[src/rtl/lsp_pkg.sv]
package lsp_pkg;
  localparam int unsigned LSP_ADDR_W = 48;
  localparam int unsigned LSP_DATA_W = 64;
  localparam int unsigned LSP_LEN_W  = 4;

  typedef enum logic [2:0] {
    S_IDLE  = 3'd0,
    S_ADDR  = 3'd1,
    S_LOAD  = 3'd2,
    S_STORE = 3'd3,
    S_DRAIN = 3'd4,
    S_RESP  = 3'd5
  } lsp_state_e;
endpackage

[src/rtl/lsp_cmd_reg.sv]
module lsp_cmd_reg #(
  parameter int unsigned AW = 48,
  parameter int unsigned DW = 64,
  parameter int unsigned LW = 4
) (
  input  logic          clk,
  input  logic          rst_n,
  input  logic          load_en,
  input  logic          is_store_i,
  input  logic [AW-1:0] addr_i,
  input  logic [LW-1:0] len_i,
  input  logic [DW-1:0] wdata_i,
  output logic          is_store_q,
  output logic [AW-1:0] addr_q,
  output logic [LW-1:0] len_q,
  output logic [DW-1:0] wdata_q
);
  always_ff @(posedge clk or negedge rst_n) begin
    if (!rst_n) begin
      is_store_q <= 1'b0;
      addr_q     <= '0;
      len_q      <= '0;
      wdata_q    <= '0;
    end else if (load_en) begin
      is_store_q <= is_store_i;
      addr_q     <= addr_i;
      len_q      <= len_i;
      wdata_q    <= wdata_i;
    end
  end
endmodule

[src/rtl/lsp_seq.sv]
module lsp_seq
  import lsp_pkg::*;
(
  input  logic       clk,
  input  logic       rst_n,
  input  logic       abort_i,
  input  logic       accept_i,
  input  logic       is_store_i,
  input  logic       addr_ack_i,
  input  logic       addr_exc_i,
  input  logic       ld_vld_i,
  input  logic       busy_i,
  output lsp_state_e state_o
);
  lsp_state_e state_q, state_d;

  always_comb begin
    state_d = state_q;
    unique case (state_q)
      S_IDLE:  if (accept_i) state_d = S_ADDR;
      S_ADDR: begin
        if (addr_exc_i)      state_d = S_RESP;
        else if (addr_ack_i) state_d = is_store_i ? S_STORE : S_LOAD;
      end
      S_LOAD:  if (ld_vld_i) state_d = S_RESP;
      S_STORE: state_d = S_DRAIN;
      S_DRAIN: if (!busy_i) state_d = S_RESP;
      S_RESP:  state_d = S_IDLE;
      default: state_d = S_IDLE;
    endcase
    if (abort_i) state_d = S_IDLE;
  end

  always_ff @(posedge clk or negedge rst_n) begin
    if (!rst_n) state_q <= S_IDLE;
    else        state_q <= state_d;
  end

  assign state_o = state_q;
endmodule

[src/rtl/lsp_load_capture.sv]
module lsp_load_capture #(
  parameter int unsigned DW = 64,
  parameter int unsigned LW = 4
) (
  input  logic          clk,
  input  logic          rst_n,
  input  logic          clr_i,
  input  logic          cap_i,
  input  logic          err_set_i,
  input  logic [LW-1:0] len_i,
  input  logic [DW-1:0] data_i,
  output logic [DW-1:0] data_o,
  output logic          err_o
);
  localparam int unsigned NB = DW / 8;

  logic [DW-1:0] masked;

  for (genvar b = 0; b < NB; b++) begin : g_lane
    assign masked[8*b +: 8] = (len_i > LW'(b)) ? data_i[8*b +: 8] : 8'h00;
  end

  always_ff @(posedge clk or negedge rst_n) begin
    if (!rst_n) begin
      data_o <= '0;
    end else if (clr_i) begin
      data_o <= '0;
    end else if (cap_i) begin
      data_o <= masked;
    end
  end

  always_ff @(posedge clk or negedge rst_n) begin
    if (!rst_n) begin
      err_o <= 1'b0;
    end else if (clr_i) begin
      err_o <= 1'b0;
    end else if (err_set_i) begin
      err_o <= 1'b1;
    end
  end
endmodule

[src/rtl/lsp_requester.sv]
module lsp_requester
  import lsp_pkg::*;
#(
  parameter int unsigned AW = LSP_ADDR_W,
  parameter int unsigned DW = LSP_DATA_W,
  parameter int unsigned LW = LSP_LEN_W
) (
  input  logic          clk,
  input  logic          rst_n,
  input  logic          abort_i,
  input  logic          cmd_valid_i,
  output logic          cmd_ready_o,
  input  logic          cmd_is_store_i,
  input  logic [AW-1:0] cmd_addr_i,
  input  logic [LW-1:0] cmd_len_i,
  input  logic [DW-1:0] cmd_wdata_i,
  output logic          rsp_valid_o,
  output logic          rsp_error_o,
  output logic [DW-1:0] rsp_rdata_o,
  output logic          prt_ld_req_o,
  output logic          prt_st_req_o,
  output logic          prt_addr_vld_o,
  output logic [AW-1:0] prt_addr_o,
  output logic [LW-1:0] prt_len_o,
  output logic          prt_st_vld_o,
  output logic [DW-1:0] prt_st_data_o,
  input  logic          prt_busy_i,
  input  logic          prt_addr_ack_i,
  input  logic          prt_addr_exc_i,
  input  logic          prt_ld_vld_i,
  input  logic [DW-1:0] prt_ld_data_i
);
  logic       rst_meta, rst_sync_n;
  lsp_state_e state;
  logic       accept, in_flight, live;
  logic       q_store;

  always_ff @(posedge clk or negedge rst_n) begin
    if (!rst_n) begin
      rst_meta   <= 1'b0;
      rst_sync_n <= 1'b0;
    end else begin
      rst_meta   <= 1'b1;
      rst_sync_n <= rst_meta;
    end
  end

  assign live        = !abort_i;
  assign cmd_ready_o = (state == S_IDLE) && !prt_busy_i && live;
  assign accept      = cmd_valid_i && cmd_ready_o;
  assign in_flight   = (state == S_ADDR) || (state == S_LOAD) ||
                       (state == S_STORE) || (state == S_DRAIN);

  lsp_cmd_reg #(.AW(AW), .DW(DW), .LW(LW)) u_cmd (
    .clk        (clk),
    .rst_n      (rst_sync_n),
    .load_en    (accept),
    .is_store_i (cmd_is_store_i),
    .addr_i     (cmd_addr_i),
    .len_i      (cmd_len_i),
    .wdata_i    (cmd_wdata_i),
    .is_store_q (q_store),
    .addr_q     (prt_addr_o),
    .len_q      (prt_len_o),
    .wdata_q    (prt_st_data_o)
  );

  lsp_seq u_seq (
    .clk        (clk),
    .rst_n      (rst_sync_n),
    .abort_i    (abort_i),
    .accept_i   (accept),
    .is_store_i (q_store),
    .addr_ack_i (prt_addr_ack_i),
    .addr_exc_i (prt_addr_exc_i),
    .ld_vld_i   (prt_ld_vld_i),
    .busy_i     (prt_busy_i),
    .state_o    (state)
  );

  lsp_load_capture #(.DW(DW), .LW(LW)) u_cap (
    .clk       (clk),
    .rst_n     (rst_sync_n),
    .clr_i     (accept),
    .cap_i     ((state == S_LOAD) && prt_ld_vld_i && live),
    .err_set_i ((state == S_ADDR) && prt_addr_exc_i && live),
    .len_i     (prt_len_o),
    .data_i    (prt_ld_data_i),
    .data_o    (rsp_rdata_o),
    .err_o     (rsp_error_o)
  );

  assign prt_addr_vld_o = in_flight && live;
  assign prt_ld_req_o   = in_flight && live && !q_store;
  assign prt_st_req_o   = in_flight && live && q_store;
  assign prt_st_vld_o   = (state == S_STORE) && live;
  assign rsp_valid_o    = (state == S_RESP) && live;
endmodule

[config.mk]
export PLATFORM = sky130hd
export DESIGN_NAME = lsp_requester
export DESIGN_NICKNAME = d
export VERILOG_FILES = /design/src/rtl/lsp_pkg.sv /design/src/rtl/lsp_cmd_reg.sv /design/src/rtl/lsp_seq.sv /design/src/rtl/lsp_load_capture.sv /design/src/rtl/lsp_requester.sv
export SDC_FILE = /design/constraint.sdc
export NUM_CORES = 1
export LEC_CHECK = 0
export BUFFER_PORTS_ARGS = -buffer_cell sky130_fd_sc_hd__buf_2
export CORE_MARGIN = 3
export CORE_UTILIZATION = 40
export CTS_BUF_LIST = sky130_fd_sc_hd__clkbuf_8 sky130_fd_sc_hd__clkbuf_16
export DETAILED_ROUTE_END_ITERATION = 7
export PLACE_DENSITY = 0.71
export SYNTH_ARGS = -nofsm -noshare
export SYNTH_HDL_FRONTEND = slang
export SYNTH_SLANG_ARGS = --single-unit
[constraint.sdc]
create_clock -name clk -period 6.2 [get_ports clk]
set_clock_uncertainty 0.15 [all_clocks]
set_input_delay 0 -clock clk [delete_from_list [all_inputs] [get_ports clk]]
set_output_delay 0 -clock clk [all_outputs]
set_load 0.02 [all_outputs]
==> run_results.csv <==
group,metric,value,unit
outcome,status,"completed",
finish,final_util,64.97,%
route,detail_route.first_pass.iterations,7,
global_routing,grt_overflow_total,0,
finish,regArea,4683,sq um
sta,setup_tns,0,ns
floorplan,initial_core_util,40.98,%
yosys,synth_compound_area_share,5.271,%
worst_hold_path,hold_class,"in -> reg",
critical_path,rrSetupSlack,3.36,ns
sta,hold_viol,0,
power,power_density,315.7,nW/um^2
global_routing,grt_pass1_wl,37760,um
yosys,avgSynthCellArea,13.31,sq um
yosys,synth_top_family_by_area,"multiplexers",
placement,portBuffers,375,
sta,post-route-period-util,45.75,%
floorplan,dieArea,20930,sq um
clock_network,cts_setup_buffers,0,
floorplan,die_w,144.7,um
yosys,synthCells,578,
route,vias_per_cell,4.947,
critical_path,required,6.36,ns
clock_network,cts_hold_buf,195,
placement,dp.cells,1153,
yosys,synth_xor_area_share,0,%
floorplan,ioPinCount,376,
global_routing,grt_max_degree,80,
critical_path,start_kind,"flop",
sta,whs,0.1723,ns
finish,diodes,0,
clock_network,cts_buffer_depth,2,
clock_network,clk_latency,0.43,ns
finish,multiInputGateArea,2779,sq um
route,wl_met1,9858,um
placement,place_hpwl,15200,um
yosys,yosysSeqAreaShare,60.84,%
sta,setup_violations,0,
clock_network,h-tree-depth,4,
route,met2WireLength,12600,um
yosys,syn_area,7691,sq um
route,vias,6827,
sta,tightest_slew,1.017,ns
route,drt-total-wl,25120,um
yosys,synth_cell_type_count,35,
yosys,synth-seq-cells,187,
finish,final_cells,1380,
placement,globalplace.congestion,0.8025,
clock_network,cts_root_buf,"clkbuf_16",
critical_path,cp_max_fo,61,
yosys,synthSimpleGateAreaFrac,9.533,%
route,met3WireLength,1544,um
sta,max_clock_freq,352.6,MHz
clock_network,numCtsBuffers,17,
route,highest_layer,"met4",
global_routing,grt_usage,23.05,%
route,drtIter0Drc,347,
power,leakagePower,6.294,nW
clock_network,cts_sinks,187,
critical_path,path_class,"reg -> reg",
flow_run,drv_cap,0,
route,wl_per_cell,18.21,um
sta,rsz0062_at_grt,"no",
finish,drive_above_1_share,47.03,%
sta,fin_crit,2.836,ns
sta,maxSlewHeadroom,32.21,%
clock_network,path_clk_slew,0.08,ns
finish,fillers,1358,
route,drc,0,
floorplan,row_count,50,
sta,slew_viol_final,0,
finish,area_delta_synth_final,58.55,%
finish,fin_nets,1322,
yosys,yosys_warnings,0,
power,vdd_drop_max,200.6,uV
floorplan,die_h,144.7,um
yosys,synthAdderAreaFrac,0,%
finish,layout_commonest_cell,"buf_2",
clock_network,tritoncts,"built",
yosys,syn_nets,767,
global_routing,antenna_found_initial,0,
critical_path,arrival,2.99,ns
finish,final_cell_mix,"buf_2 (375), dlygate4sd3_1 (195), dfrtp_1 (186), mux2_4 (80), nand2_1 (66)",
route,ant_nets,0,
yosys,synthMuxAreaShare,21.03,%
floorplan,core_area,18770,sq um
critical_path,crit_path_end_kind,"flop",
global_routing,grt_pass1_vias,7189,
clock_network,post_cts_resized,0,
[worst max-delay path, cell delays in order, from the launching register on]
cell,delay (ns)
dfrtp_1,0.46
or3_4,0.43
nor3_4,0.24
nand2_8,0.34
buf_4,0.54
mux2_4,0.43
[power breakdown]
part           leakage [nW]  internal (W)  switching (W)
clock network         0.276      0.000531       0.000520
registers              2.35       0.00146       0.000161
logic                  3.66      0.000558       0.000625
[Yosys cell counts (all sizes together)]
library cell	count	area share, %
or3	2	0.23
nor4	1	0.081
nor3b	1	0.098
a21o	3	0.29
a31oi	2	0.16
or2	2	0.16
conb	1	0.049
a31o	1	0.11
buf	28	2.6
dfrtp	187	61
o21bai	1	0.098
nor2b	3	0.24
a21oi	64	4.2
inv	1	0.049
a32oi	1	0.11
o21ai	2	0.13
o21a	1	0.098
nand3	64	4.2
mux2	117	21
and3b	1	0.11
and2	4	0.33
nor3	6	0.54
a211oi	1	0.098
nor2	3	0.15
nand2	68	3.4
clkbuf	12	0.62
nand2b	1	0.081
[through the flow]
stage	setup slack [ns]	area [sq um]	total power [W]
2_1_floorplan	0.4533	7691	0.002297
3_3_place_gp	3.479	9681	0.002679
6_report	3.364	12190	0.003849
3_5_place_dp	3.445	9681	0.002701
4_1_cts	3.425	12190	0.003849
5_1_grt	3.286	12190	0.004027
[per-layer routing]
metal / vias to the layer above / track usage (%)
met4: 0 / 11.68
met2: 311 / 38.84
met1: 3321 / 27.92
li1: 3117 / -
met5: - / 0
met3: 78 / 5.061
[registers in the layout, summed over array words and instances (netlist names)]
name	flops
u_cap.err_o	1
u_cmd.is_store_q	1
u_cmd.wdata_q	64
rst_sync_n	1
u_cap.data_o	64
u_cmd.addr_q	48
rst_meta	1
u_seq.state_o	3
u_cmd.len_q	4
[logic make-up (layout without fill, tap and decap cells)]
logic type | count (synthesis) | after routing
flops | 187 | 187
simple gates | 156 | 156
mux | 117 | 117
compound gates | 76 | 76
buf+inv | 41 | 609
other cells | 1 | 1
[cell type report]
| cell class | count | area share, % |
|---|---|---|
| clock buffer | 17 | 3.489 |
| clock inverter | 15 | 1.118 |
| inverter | 1 | 0.03078 |
| multi-input combinational | 350 | 22.79 |
| sequential | 187 | 38.41 |
| tap | 234 | 2.401 |
| timing repair buffer | 576 | 31.77 |
[worst paths after layout]
| kind | start | cells past startpoint | end |
|---|---|---|---|
| min in group asynchronous | rst_sync_n | 0 | u_cmd.addr_q[31] |
| setup reg to reg | u_seq.state_o[1] | 5 | u_cmd.addr_q[40] |
| hold / removal | prt_ld_vld_i | 5 | u_cap.data_o[38] |
| hold reg to reg | rst_sync_n | 0 | u_cmd.addr_q[31] |
| setup / recovery | u_seq.state_o[1] | 5 | u_cmd.addr_q[40] |
| max in group asynchronous | rst_sync_n | 1 | u_cap.data_o[17] |
No activity file was read; power rests on OpenSTA's default activity.
